$ cat src/rtl/csr_uart_pkg.sv
// Shared constants and types for the CSR-mapped UART.
// Assumes a 5-bit byte address on the register bus with word-aligned registers.
package csr_uart_pkg;
    localparam int CSR_AW = 5;

    localparam logic [CSR_AW-1:0] OFS_DATA    = 5'h00;
    localparam logic [CSR_AW-1:0] OFS_TXFULL  = 5'h04;
    localparam logic [CSR_AW-1:0] OFS_RXEMPTY = 5'h08;
    localparam logic [CSR_AW-1:0] OFS_EVSTAT  = 5'h0C;
    localparam logic [CSR_AW-1:0] OFS_EVPEND  = 5'h10;
    localparam logic [CSR_AW-1:0] OFS_EVEN    = 5'h14;

    localparam int EV_TX = 0;
    localparam int EV_RX = 1;
    localparam int EV_N  = 2;

    typedef enum logic [1:0] {
        RX_IDLE,
        RX_START,
        RX_DATA,
        RX_STOP
    } rx_state_t;
endpackage

$ cat src/rtl/cu_fifo.sv
// Synchronous FIFO with a combinational head output.
// Assumes DEPTH is a power of two so that the pointers wrap naturally.
// A push while full and a pop while empty are ignored.
module cu_fifo #(
    parameter int W     = 8,
    parameter int DEPTH = 16
) (
    input  logic                       clk,
    input  logic                       rst_n,
    input  logic                       push,
    input  logic [W-1:0]               din,
    input  logic                       pop,
    output logic [W-1:0]               dout,
    output logic [$clog2(DEPTH+1)-1:0] count,
    output logic                       empty
);
    localparam int AW = $clog2(DEPTH);
    localparam int CW = $clog2(DEPTH+1);

    logic [W-1:0]  mem [DEPTH];
    logic [AW-1:0] wp, rp;
    logic          full, do_push, do_pop;

    assign full    = (count == CW'(DEPTH));
    assign empty   = (count == '0);
    assign do_push = push && !full;
    assign do_pop  = pop && !empty;
    assign dout    = mem[rp];

    // Storage write; contents need no reset.
    always_ff @(posedge clk) begin
        if (do_push) mem[wp] <= din;
    end

    // Pointer and occupancy bookkeeping.
    always_ff @(posedge clk) begin
        if (!rst_n) begin
            wp    <= '0;
            rp    <= '0;
            count <= '0;
        end else begin
            if (do_push) wp <= wp + AW'(1);
            if (do_pop)  rp <= rp + AW'(1);
            case ({do_push, do_pop})
                2'b10:   count <= count + CW'(1);
                2'b01:   count <= count - CW'(1);
                default: count <= count;
            endcase
        end
    end

    // a push into a full queue without a pop leaves the occupancy unchanged
    no_overflow_chk: assert property (@(posedge clk) disable iff (!rst_n)
        (push && full && !pop) |=> $stable(count));
endmodule

$ cat src/rtl/cu_tx.sv
// 8N1 serial transmitter. It takes a byte whenever it is idle and one is offered.
// Assumes CLKS_PER_BIT >= 2. The line is high while idle.
module cu_tx #(
    parameter int CLKS_PER_BIT = 16
) (
    input  logic       clk,
    input  logic       rst_n,
    input  logic       src_valid,
    input  logic [7:0] src_data,
    output logic       src_take,
    output logic       txd
);
    localparam int DW = $clog2(CLKS_PER_BIT);

    logic          busy;
    logic [9:0]    shreg;
    logic [DW-1:0] div;
    logic [3:0]    nbits;

    assign src_take = !busy && src_valid;
    assign txd      = busy ? shreg[0] : 1'b1;

    // Frame loading, bit timing and shifting.
    always_ff @(posedge clk) begin
        if (!rst_n) begin
            busy  <= 1'b0;
            shreg <= '1;
            div   <= '0;
            nbits <= '0;
        end else if (!busy) begin
            if (src_valid) begin
                busy  <= 1'b1;
                shreg <= {1'b1, src_data, 1'b0};
                div   <= '0;
                nbits <= '0;
            end
        end else if (div == DW'(CLKS_PER_BIT-1)) begin
            div   <= '0;
            shreg <= {1'b1, shreg[9:1]};
            if (nbits == 4'd9) busy <= 1'b0;
            else               nbits <= nbits + 4'd1;
        end else begin
            div <= div + DW'(1);
        end
    end

    // the start bit appears on the line right after a byte is taken
    start_bit_chk: assert property (@(posedge clk) disable iff (!rst_n)
        src_take |=> !txd);
endmodule

$ cat src/rtl/cu_rx.sv
// 8N1 serial receiver. It synchronises the line and samples each bit at its middle.
// It emits a one-cycle pulse with the byte when the stop bit is high.
// Assumes CLKS_PER_BIT >= 2.
module cu_rx #(
    parameter int CLKS_PER_BIT = 16
) (
    input  logic       clk,
    input  logic       rst_n,
    input  logic       rxd,
    output logic       out_valid,
    output logic [7:0] out_data
);
    import csr_uart_pkg::*;
    localparam int DW = $clog2(CLKS_PER_BIT);

    logic          sync1, sync2;
    rx_state_t     state;
    logic [DW-1:0] div;
    logic [2:0]    nbit;

    // Two-stage synchroniser for the asynchronous line.
    always_ff @(posedge clk) begin
        if (!rst_n) begin
            sync1 <= 1'b1;
            sync2 <= 1'b1;
        end else begin
            sync1 <= rxd;
            sync2 <= sync1;
        end
    end

    // Frame state machine: start check, data sampling, stop check.
    always_ff @(posedge clk) begin
        if (!rst_n) begin
            state     <= RX_IDLE;
            div       <= '0;
            nbit      <= '0;
            out_valid <= 1'b0;
            out_data  <= '0;
        end else begin
            out_valid <= 1'b0;
            case (state)
                RX_IDLE: begin
                    div <= '0;
                    if (!sync2) state <= RX_START;
                end
                RX_START: begin
                    if (div == DW'(CLKS_PER_BIT/2 - 1)) begin
                        div   <= '0;
                        nbit  <= '0;
                        state <= sync2 ? RX_IDLE : RX_DATA;
                    end else div <= div + DW'(1);
                end
                RX_DATA: begin
                    if (div == DW'(CLKS_PER_BIT-1)) begin
                        div      <= '0;
                        out_data <= {sync2, out_data[7:1]};
                        nbit     <= nbit + 3'd1;
                        if (nbit == 3'd7) state <= RX_STOP;
                    end else div <= div + DW'(1);
                end
                RX_STOP: begin
                    if (div == DW'(CLKS_PER_BIT-1)) begin
                        div       <= '0;
                        out_valid <= sync2;
                        state     <= RX_IDLE;
                    end else div <= div + DW'(1);
                end
                default: state <= RX_IDLE;
            endcase
        end
    end
endmodule

$ cat src/rtl/cu_evt.sv
// Event unit: one pending bit per event (set wins over clear-on-write-one), an enable
// register and the interrupt line. Assumes set and clear are single-cycle strobes.
module cu_evt #(
    parameter int N = 2
) (
    input  logic         clk,
    input  logic         rst_n,
    input  logic [N-1:0] set,
    input  logic [N-1:0] clr,
    input  logic         en_we,
    input  logic [N-1:0] en_wdat,
    output logic [N-1:0] pend,
    output logic [N-1:0] en,
    output logic         irq
);
    // One pending flop per event.
    for (genvar g = 0; g < N; g++) begin : g_pend
        always_ff @(posedge clk) begin
            if (!rst_n) pend[g] <= 1'b0;
            else        pend[g] <= (pend[g] && !clr[g]) || set[g];
        end
    end

    // Enable register, written whole.
    always_ff @(posedge clk) begin
        if (!rst_n)     en <= '0;
        else if (en_we) en <= en_wdat;
    end

    assign irq = |(pend & en);

    // a cleared enable register keeps the interrupt low
    irq_mask_chk: assert property (@(posedge clk) disable iff (!rst_n)
        (en == '0) |-> !irq);

    // with no set and no clear the pending bits hold
    pend_hold_chk: assert property (@(posedge clk) disable iff (!rst_n)
        ((set == '0) && (clr == '0)) |=> $stable(pend));

    // a set strobe always lands, even against a clear
    set_wins_chk: assert property (@(posedge clk) disable iff (!rst_n)
        (set != '0) |=> ((pend & $past(set)) == $past(set)));
endmodule

$ cat src/rtl/csr_uart.sv
// CSR-mapped UART top. It decodes the register bus, joins the queues to the serial
// engines and derives the event strobes. Reads have no side effect. A receive entry
// is removed only by writing the pending register with the RX bit set.
// Assumes one bus write per cycle at most and a power-of-two FIFO_DEPTH.
module csr_uart #(
    parameter int CLKS_PER_BIT = 16,
    parameter int FIFO_DEPTH   = 16
) (
    input  logic       clk,
    input  logic       rst_n,
    input  logic [4:0] csr_adr,
    input  logic       csr_we,
    input  logic [7:0] csr_wdat,
    output logic [7:0] csr_rdat,
    output logic       irq,
    output logic       uart_txd,
    input  logic       uart_rxd
);
    import csr_uart_pkg::*;
    localparam int CW = $clog2(FIFO_DEPTH+1);

    logic          tx_push, tx_take, tx_empty, tx_full, tx_full_q;
    logic [7:0]    tx_head;
    logic [CW-1:0] tx_cnt;
    logic          rx_valid, rx_pop, rx_empty, rx_full, rx_push_ok, rx_pop_ok;
    logic [7:0]    rx_byte, rx_head;
    logic [CW-1:0] rx_cnt;
    logic          ack_we, en_we;
    logic [EV_N-1:0] ev_set, ev_clr, ev_pend, ev_en;

    assign tx_push = csr_we && (csr_adr == OFS_DATA);
    assign ack_we  = csr_we && (csr_adr == OFS_EVPEND);
    assign en_we   = csr_we && (csr_adr == OFS_EVEN);
    assign rx_pop  = ack_we && csr_wdat[EV_RX];
    assign tx_full = (tx_cnt == CW'(FIFO_DEPTH));
    assign rx_full = (rx_cnt == CW'(FIFO_DEPTH));

    cu_fifo #(.W(8), .DEPTH(FIFO_DEPTH)) u_txq (
        .clk(clk), .rst_n(rst_n), .push(tx_push), .din(csr_wdat),
        .pop(tx_take), .dout(tx_head), .count(tx_cnt), .empty(tx_empty));

    cu_tx #(.CLKS_PER_BIT(CLKS_PER_BIT)) u_tx (
        .clk(clk), .rst_n(rst_n), .src_valid(!tx_empty), .src_data(tx_head),
        .src_take(tx_take), .txd(uart_txd));

    cu_rx #(.CLKS_PER_BIT(CLKS_PER_BIT)) u_rx (
        .clk(clk), .rst_n(rst_n), .rxd(uart_rxd),
        .out_valid(rx_valid), .out_data(rx_byte));

    cu_fifo #(.W(8), .DEPTH(FIFO_DEPTH)) u_rxq (
        .clk(clk), .rst_n(rst_n), .push(rx_valid), .din(rx_byte),
        .pop(rx_pop), .dout(rx_head), .count(rx_cnt), .empty(rx_empty));

    // Remembers the previous full state to catch the transmit queue leaving full.
    always_ff @(posedge clk) begin
        if (!rst_n) tx_full_q <= 1'b0;
        else        tx_full_q <= tx_full;
    end

    // Event strobes: TX on leaving full, RX when the queue head becomes valid anew.
    always_comb begin
        rx_push_ok    = rx_valid && !rx_full;
        rx_pop_ok     = rx_pop && !rx_empty;
        ev_set        = '0;
        ev_set[EV_TX] = tx_full_q && !tx_full;
        ev_set[EV_RX] = (rx_push_ok && rx_empty) ||
                        (rx_pop_ok && ((rx_cnt > CW'(1)) || rx_push_ok));
        ev_clr        = ack_we ? csr_wdat[EV_N-1:0] : '0;
    end

    cu_evt #(.N(EV_N)) u_evt (
        .clk(clk), .rst_n(rst_n), .set(ev_set), .clr(ev_clr),
        .en_we(en_we), .en_wdat(csr_wdat[EV_N-1:0]),
        .pend(ev_pend), .en(ev_en), .irq(irq));

    // Register read multiplexer, free of side effects.
    always_comb begin
        csr_rdat = '0;
        case (csr_adr)
            OFS_DATA:    csr_rdat = rx_empty ? 8'h00 : rx_head;
            OFS_TXFULL:  csr_rdat = {7'b0, tx_full};
            OFS_RXEMPTY: csr_rdat = {7'b0, rx_empty};
            OFS_EVSTAT:  csr_rdat = {6'b0, !rx_empty, !tx_full};
            OFS_EVPEND:  csr_rdat = {6'b0, ev_pend};
            OFS_EVEN:    csr_rdat = {6'b0, ev_en};
            default:     csr_rdat = '0;
        endcase
    end

    // without an acknowledge the receive queue never shrinks
    rx_no_ack_pop_chk: assert property (@(posedge clk) disable iff (!rst_n)
        !rx_pop |=> (rx_cnt >= $past(rx_cnt)));

    // leaving the full state raises the TX pending bit one cycle later
    tx_pend_chk: assert property (@(posedge clk) disable iff (!rst_n)
        $fell(tx_full) |=> ev_pend[EV_TX]);
endmodule

$ cat config.mk
export PLATFORM = sky130hd
export DESIGN_NAME = csr_uart
export DESIGN_NICKNAME = d
export VERILOG_FILES = /design/src/rtl/csr_uart_pkg.sv /design/src/rtl/cu_fifo.sv /design/src/rtl/cu_tx.sv /design/src/rtl/cu_rx.sv /design/src/rtl/cu_evt.sv /design/src/rtl/csr_uart.sv
export SDC_FILE = /design/constraint.sdc
export NUM_CORES = 1
export LEC_CHECK = 0
export BUFFER_PORTS_ARGS = -buffer_cell sky130_fd_sc_hd__buf_4
export CAP_MARGIN = 20
export CORE_MARGIN = 5
export CORE_UTILIZATION = 55
export CTS_CLUSTER_SIZE = 30
export DETAILED_ROUTE_END_ITERATION = 8
export PLACE_DENSITY = 0.71
export SYNTH_ARGS = -nofsm -noshare
export SYNTH_HDL_FRONTEND = slang
export SYNTH_HIERARCHICAL = 1
export SYNTH_SLANG_ARGS = --single-unit
$ cat constraint.sdc
create_clock -name clk -period 4.4 [get_ports clk]
set_input_delay 0.44 -clock clk [delete_from_list [all_inputs] [get_ports clk]]
set_output_delay 0.44 -clock clk [all_outputs]
set_load 0.01 [all_outputs]
* Word level (Yosys, flattened, before mapping) *
Memories as Yosys holds them, arrays and structs flattened. A register that Yosys moved wholly into a read port is not among the register bits.
Cells that the tools add are included.

word-level totals
  flip-flop bits (word level) = 70
  bits in writable memories = 256
  input bits = 17
  output and inout bits = 10
  word-level logic and storage cells = 144
  memories = 2

operators by class
  add/sub/neg operators = 12
  $lt $le $gt $ge = 1
  equality and inequality tests = 27
  multiplexer cells = 40
  bitwise gates (word level) = 1
  reductions and logical operators = 40

memories
  memory     words  bits a word  read ports  clocked after Yosys merged registers in  wr ports  RTL line       RTL
  u_rxq.mem  16     8            1           1                                        1         cu_fifo.sv:20  logic [W-1:0] mem [DEPTH];
  u_txq.mem  16     8            1           1                                        1         cu_fifo.sv:20

operators by type and width
  operator               count
  $mux W4                12
  $pmux W8 S6            1
  $mux W10               3
  $add A4 B1 Y4 const B  7
  $eq A5 B5 Y1 const B   4
  $pmux W5 S2            2
  $logic_not A5 Y1       3
  $logic_and A1 B1 Y1    14
  $mux W2                7
  $eq A4 B4 Y1 const B   3
  $pmux W4 S3            1
  $add A5 B1 Y5 const B  2
  $eq A5 B4 Y1 const B   2
  $ne A2 B1 Y1 const B   5
  $sub A5 B1 Y5 const B  2
  $mux W1                9
  $reduce_and A3 Y1      3
  $eq A2 B2 Y1 const B   4
  $mux W8                1
  $pmux W2 S4            1
  $logic_not A1 Y1       7
  $eq A2 B1 Y1 const B   3
  $mux W3                2
  $ne A2 B2 Y1 const B   3
  other kinds (13)       20

* Logic depth before layout (Yosys ltp) *
Gate-level depths: netlist (run 1).

  depth in word-level cells = 7
  mapped depth = 16
  gate-level depth less buffers = 14

* Modules after synthesis *
Netlist (run 1), hierarchy kept.

by module, submodules not included
  module    instances  cells an instance  area each (sq um)  sequential area each (sq um)
  cu_fifo   2          329                5898.2             4184.0
  cu_tx     1          107                915.9              360.3
  cu_rx     1          100                873.3              400.4
  csr_uart  1          39                 286.5              20.0
  cu_evt    1          13                 148.9              80.1

* Worst setup path after synthesis (run 1) *
OpenSTA, ideal clock, no wires.

  kind = reg2reg
  start point = register u_txq.count[1]
  end point = register u_txq.count[4]
  library setup time = 0.064 ns
  arrival = 3.068 ns
  path slack = 1.268 ns
  stages on the path, launching flop included = 17
  path buffers = 2
  clock period less this slack = 3.132 ns
  cells stage by stage = dfxtp_1 buf_6 or4_4 nor2_1 inv_1 nand2b_1 clkinv_1 o21ai_4 inv_1 ha_1 clkbuf_1 xor2_1 ha_1 nand2_1 o21ai_0 or3_1 nand4_1

on the way
  word-level cells in the longest chain between the ends = 6
  elaborated cells on any way between the ends = 13
  those cells by class = 2 x add/sub; 3 x eq/ne; 1 x mux; 7 x reduce/logical

RTL lines
  element                                            RTL line        RTL
  start: declaration                                 cu_fifo.sv:14   output logic [$clog2(DEPTH+1)-1:0] count,
  start signal: assignment                           cu_fifo.sv:45   2'b10: count <= count + CW'(1);
  start signal: assignment                           cu_fifo.sv:46   2'b01: count <= count - CW'(1);
  start signal: assignment                           cu_fifo.sv:47   default: count <= count;
  $logic_not A5 Y1 (*)                               cu_fifo.sv:25   assign empty = (count == '0);
  via tx_empty                                       csr_uart.sv:22  logic tx_push, tx_take, tx_empty, tx_full, tx_full_q;
  $logic_not A1 Y1 (*)                               csr_uart.sv:43  .clk(clk), .rst_n(rst_n), .src_valid(!tx_empty), .src_data(tx_head),
  $logic_and A1 B1 Y1 (*)                            cu_tx.sv:20     assign src_take = !busy && src_valid;
  via tx_take                                        csr_uart.sv:22
  $logic_and A1 B1 Y1 (*)                            cu_fifo.sv:27   assign do_pop = pop && !empty;
  via u_txq.do_pop                                   cu_fifo.sv:22   logic full, do_push, do_pop;
  $eq A2 B1 Y1 or $eq A2 B2 Y1 (tied branches)       cu_fifo.sv:44   case ({do_push, do_pop})
  $pmux W5 S2 or $reduce_bool A2 Y1 (tied branches)  n/a

The timed path passes the listed nets; every way through them passes the cells marked *.
A chain may end at the register's enable or synchronous reset.

* Final worst setup path (run 1) *
  start point = register u_txq.count[0]
  end point = register u_txq.count[4]

Same word-level chain as after synthesis.

==> impl_metrics.env, run 1 <==
export IMPL_r2r_setup_slack_ps=710
export IMPL_die_w_microns=170
export IMPL_antenna_cells=0
export IMPL_slew_violations=0
export IMPL_min_to="u_rx/sync1"
export IMPL_numPortBuffers=26
export IMPL_via_per_inst=5.99
export IMPL_cap_violations=0
export IMPL_numCtsBuffers=35
export IMPL_hold_viol=0
export IMPL_post_cts_buffers=0
export IMPL_core_rowCount=58
export IMPL_worst_slew_pin_slew_ps=1030
export IMPL_crit_type="flip-flop to flip-flop"
export IMPL_cts_root_buffer_cell="clkbuf_16"
export IMPL_dpl_worst_slack_ps=798
export IMPL_gp_congestion=0.761
export IMPL_area_growth_pct=11.3
export IMPL_path_max_fanout=15
export IMPL_nets=976
export IMPL_min_period_ps=3690
export IMPL_coreArea_sq_mm=0.0251
export IMPL_grt_overflow=0
export IMPL_synth_edf_count=256
export IMPL_p_leak_nw=5.23
export IMPL_cts_tree="built"
export IMPL_num_io_pins=27
export IMPL_grt_max_degree=85
export IMPL_routed_wl_microns=26900
export IMPL_arrival_ps=4070
export IMPL_via_count=7747
export IMPL_ys_seq_area_share_pct=65.8
export IMPL_clk_pin_slew_ps=70
export IMPL_final_antenna_net_count=0
export IMPL_reg2reg_depth=13
export IMPL_synth_fp_nets=956
export IMPL_cp_required_ps=4780
export IMPL_die_area_sq_mm=0.0288
export IMPL_clk_latency_ps=510
export IMPL_ys_ff_latch=333
export IMPL_rsz0062_at_grt="false"
export IMPL_post_drt_wl_per_cell_microns=20.8
export IMPL_fin_total_pwr_mw=6.34
export IMPL_postSynthCellCount=917
export IMPL_dp_hpwl_microns=17000
export IMPL_fmax_mhz=271
export IMPL_peakVddDrop_v=0.000391
export IMPL_syn_area_per_cell_sq_um=15.3
export IMPL_drc=0
export IMPL_fin_ws_ps=712
export IMPL_p_per_area_mw_per_mm2=407
export IMPL_hp_start="uart_rxd"
export IMPL_grt_pass1_wl_microns=44000
export IMPL_timing_rr_end="u_txq/count[4]"
export IMPL_status="finished, final reports clean"
export IMPL_grt_pass1_vias=7811
export IMPL_synth_most_common_cell="edfxtp_1"
export IMPL_grt_use_total_pct=19.4
export IMPL_ctsHtreeMaxLevel=2
export IMPL_die_y_microns=170
export IMPL_drive_gt1_share_pct=18.6
export IMPL_clock_path_buffers=3
export IMPL_cp_start_kind="flip-flop"
export IMPL_drt_iter0_drc=715
export IMPL_clkSinkCount=333
export IMPL_hp_class="primary input to flip-flop"
export IMPL_setup_viol_count_final=0
export IMPL_yosysUniqueCellTypes=69
export IMPL_tns_ps=0
export IMPL_critPathCaptureType="flip-flop"
export IMPL_r2r_start="u_txq/count[0]"
export IMPL_yosys_top_cells_count="edfxtp_1 (256), dfxtp_1 (77), mux4_2 (64)"
export IMPL_synth_top_area_cell="edfxtp_1"
export IMPL_initial_core_util_pct=55.8
export IMPL_fin_worst_skew_ps=19.5
export IMPL_antenna_found_initial=0
export IMPL_synthFlopType="edfxtp_1"
export IMPL_drt_first_pass_iters=5
export IMPL_cts_hold_buf=0
export IMPL_yosys_warnings=6
export IMPL_synth_area_leaders="edfxtp_1 (55%), dfxtp_1 (11%), mux4_2 (10%)"
export IMPL_fin_hold_ws_ps=124
export IMPL_fin_crit_sh_pct=83.8
export IMPL_fin_util_pct=62.1
export IMPL_synthesis_area_sq_mm=0.0140
export IMPL_synth_top_cell_area_share_pct=54.8
export IMPL_ctsResizeCount=0
export IMPL_slew_headroom_pct=31.3
export IMPL_synthArstFlopShare_pct=0
export IMPL_hold_depth=2
-- flip-flops by register name, indices dropped and copies added (netlist names), 2 cells and up, named ones only --
register and count:
u_rxq/wp 4, u_txq/mem 128, u_tx/div 4, u_rx/nbit 3, u_evt/pend 2, u_rxq/mem 128, u_tx/nbits 4, u_txq/rp 4
u_txq/count 5, u_tx/shreg 9, u_rxq/rp 4, u_rxq/count 5, u_evt/en 2, u_txq/wp 4, u_rx/out_data 8, u_rx/div 4
-- area by class of cell --
type | instances | area, sq um
clock buffer | 53 | 1030
clock inverter | 11 | 121
fill | 1857 | 9510
inverter | 21 | 78.8
multi-input combinational | 505 | 4410
sequential | 333 | 9230
tap | 330 | 413
timing repair buffer | 41 | 308
-- worst max-delay path by stage --
| stage | cells after the start | to | startpoint |
|---|---|---|---|
| after floorplan | 16 | u_txq/count[4] | u_txq/count[1] |
| after global placement | 14 | u_txq/count[4] | u_txq/count[1] |
| after detailed placement | 13 | u_txq/count[4] | u_txq/count[1] |
| after CTS | 13 | u_txq/count[4] | u_txq/count[1] |
| after global routing | 13 | u_txq/count[4] | u_txq/count[1] |
| final | 13 | u_txq/count[4] | u_txq/count[0] |
-- cell usage in the layout, fill, tap and decap left out, types with 23 or more instances in the layout --
cell type and n:
o21ai_0 23, nand3_1 26, mux4_2 64, nor2_1 43, a21oi_1 27, buf_4 41
nor2b_1 30, nand2_1 46, edfxtp_1 256, dfxtp_1 74, a22oi_1 32, clkbuf_16 36
-- worst max-delay path, stage by stage, from the launching register on --
cell and delay (ps):
dfxtp_1 360, or4_4 600, nor2_1 130, inv_1 90, nand2b_1 480, clkinv_1 270, o21ai_4 150, inv_1 80
ha_1 320, xor2_1 190, ha_1 230, o31ai_1 360, o21a_1 190, nand4_1 90
-- routing by layer --
layer / global-route usage (%) / routed length, microns
met1: 28.1 / 12000
met2: 31.5 / 13200
met3: 3.28 / 1320
met4: 4.41 / 425
met5: 0 / 0
-- where the power goes --
group | internal (mW) | switching (mW) | leakage [nW]
Clock | 1.75 | 1.15 | 0.569
Sequential | 3.36 | 0.00615 | 2.96
Combinational | 0.0245 | 0.0487 | 1.70
Total | 5.14 | 1.20 | 5.23
-- stage by stage --
step	area (sq um)	instances
4_1_cts	15600	1294
6_report	15600	1294
3_3_place_gp	14400	1230
3_5_place_dp	14400	1230
2_1_floorplan	14000	917
5_1_grt	15600	1294
-- kinds of logic after synthesis --
group	count (synthesis)	share of synthesized area, %
AO/OA/AOI/OAI	141	7.34
XOR/XNOR	14	0.875
adder cells (fa/ha/maj)	22	1.96
buffers and inverters	79	2.70
flip-flops	333	65.8
multiplexers	77	11.2
AND/OR/NAND/NOR	251	10.1
Note: power is estimated with default switching activity, not from simulation.
==> run 2, diff against run 1 <==
PLACE_DENSITY = 0.74   (was 0.71)
clock period = 3.2 ns   (was 4.4 ns; I/O delays follow)
==> impl_metrics.env, run 2 (synthesis results as in run 1) <==
export IMPL_reg_top3="u_rxq/mem: 128 flops, u_txq/mem: 128 flops, u_tx/shreg: 9 flops"
export IMPL_slew_violations=0
export IMPL_place_inst=1261
export IMPL_drt_first_pass_iters=5
export IMPL_status="finished, final reports clean"
export IMPL_drt_iter0_drc=668
export IMPL_crit_type="flip-flop to primary output"
export IMPL_clkPwrFrac_pct=43.6
export IMPL_nets=1006
export IMPL_drc=0
export IMPL_p_leak_nw=5.35
export IMPL_reg2reg_depth=13
export IMPL_clkSinkCount=333
export IMPL_layout_commonest_cell="edfxtp_1"
export IMPL_combPwrFrac_pct=1.3
export IMPL_fin_util_pct=62.7
export IMPL_cp_slowest_cell="dfxtp_2"
export IMPL_die_w_microns=170
export IMPL_via_per_inst=5.93
export IMPL_setup_viol_count_final=0
export IMPL_numPortBuffers=26
export IMPL_slew_headroom_pct=37.3
export IMPL_gr_max_usage_layer="met2"
export IMPL_tns_ps=0
export IMPL_ctsHtreeMaxLevel=2
export IMPL_coreArea_sq_mm=0.0251
export IMPL_finish_instance_area_sq_mm=0.0158
export IMPL_grt_use_total_pct=19.2
export IMPL_clock_path_buffers=3
export IMPL_die_y_microns=170
export IMPL_critPathCaptureType="primary output"
export IMPL_drive_gt1_share_pct=20.6
export IMPL_num_io_pins=27
export IMPL_fmax_mhz=334
export IMPL_fin_worst_skew_ps=23.6
export IMPL_r2r_setup_slack_ps=240
export IMPL_max_stage_delay_ps=670
export IMPL_critPathCapture="csr_rdat[1]"
export IMPL_p_per_area_mw_per_mm2=534
export IMPL_peakVddDrop_v=0.000623
export IMPL_min_period_ps=2990
export IMPL_use_met1_pct=25.3
export IMPL_area_growth_pct=12.4
export IMPL_routed_wl_microns=27500
export IMPL_via_count=7842
export IMPL_cp_cell_sequence="mux4_2 -> a22oi_1 -> nand2_1 -> nor3b_1 -> a21oi_1 -> o32ai_1 -> buf_4"
export IMPL_hold_viol=0
export IMPL_use_met2_pct=32.4
export IMPL_numCtsBuffers=34
export IMPL_worst_path_buf_inv=1
export IMPL_p_int_mw=6.77
export IMPL_post_cts_buffers=0
export IMPL_path_max_fanout=14
export IMPL_fin_total_pwr_mw=8.41
export IMPL_dp_hpwl_microns=17600
export IMPL_instances_no_fill=1322
export IMPL_cp_top_family="flip-flops"
export IMPL_cp_required_ps=2880
export IMPL_met3_usage_pct=3.52
export IMPL_final_antenna_net_count=0
export IMPL_fin_ws_ps=207
export IMPL_grt_max_degree=85
export IMPL_grt_overflow=0
export IMPL_dpl_worst_slack_ps=166
export IMPL_timing_rr_end="u_txq/count[4]"
export IMPL_cts_tree="built"
export IMPL_cts_root_buffer_cell="clkbuf_16"
export IMPL_post_drt_wl_per_cell_microns=20.8
export IMPL_crit_cells=7
export IMPL_p_sw_mw=1.64
export IMPL_final_cell_mix="edfxtp_1 (256), dfxtp_1 (75), buf_4 (70), mux4_2 (64), nand2_1 (46)"
export IMPL_place_area_sq_mm=0.0147
export IMPL_worst_slew_pin_slew_ps=937
export IMPL_fin_hold_ws_ps=32.9
export IMPL_ctsResizeCount=0
export IMPL_cts_hold_buf=0
export IMPL_hp_class="primary input to flip-flop"
export IMPL_gp_congestion=0.784
export IMPL_die_area_sq_mm=0.0288
export IMPL_rsz0062_at_grt="false"
export IMPL_p_seq_share_pct=55.1
export IMPL_r2r_start="u_txq/count[0]"
export IMPL_grt_pass1_vias=8001
export IMPL_arrival_ps=2670
export IMPL_cap_violations=0
export IMPL_switching_share_pct=19.5
export IMPL_antenna_found_initial=0
export IMPL_core_rowCount=58
export IMPL_grt_pass1_wl_microns=43400
export IMPL_clk_pin_slew_ps=60
export IMPL_fin_crit_sh_pct=93.5
export IMPL_cp_start_kind="flip-flop"
export IMPL_antenna_cells=0
export IMPL_initial_core_util_pct=55.8
export IMPL_clk_latency_ps=510
==> run 2: cell types whose count changed in the layout (fill, tap and decap cells not counted), sizes merged <==
cell	change
buf	+31
clkinv	+7
clkbuf	-6
bufinv	-2
inv	-2
==> run 2: power by group through the flow <==
stage	sequential, mW	clock (mW)	combinational (mW)
2_1_floorplan	4.72	0	0.0529
3_3_place_gp	4.73	0	0.106
3_5_place_dp	4.73	0	0.109
4_1_cts	4.63	3.75	0.110
5_1_grt	4.63	3.93	0.121
6_report	4.63	3.67	0.109
==> run 2: how the worst min path moves through the flow <==
stage / startpoint / to / slack (ps) / cells past startpoint
after floorplan: u_rx/sync1 / u_rx/sync2 / 390 / 1
after global placement: u_rx/sync1 / u_rx/sync2 / 400 / 1
after detailed placement: u_rx/sync1 / u_rx/sync2 / 410 / 1
after CTS: uart_rxd / u_rx/sync1 / 30 / 2
after global routing: uart_rxd / u_rx/sync1 / 40 / 2
final: uart_rxd / u_rx/sync1 / 30 / 2
==> run 2: layout make-up <==
type / instances / area (sq um)
Clock inverter: 14 / 87.6
Tap cell: 330 / 413
Timing Repair Buffer: 72 / 566
Clock buffer: 47 / 961
Fill cell: 1827 / 9360
Sequential cell: 333 / 9230
Multi-Input combinational cell: 505 / 4420
Inverter: 21 / 78.8
==> run 2: routing by layer <==
layer | wire length (microns) | vias to the layer above
li1 | - | 3674
met1 | 11500 | 3936
met2 | 13900 | 184
met3 | 1250 | 48
met4 | 784 | 0
met5 | 0 | -
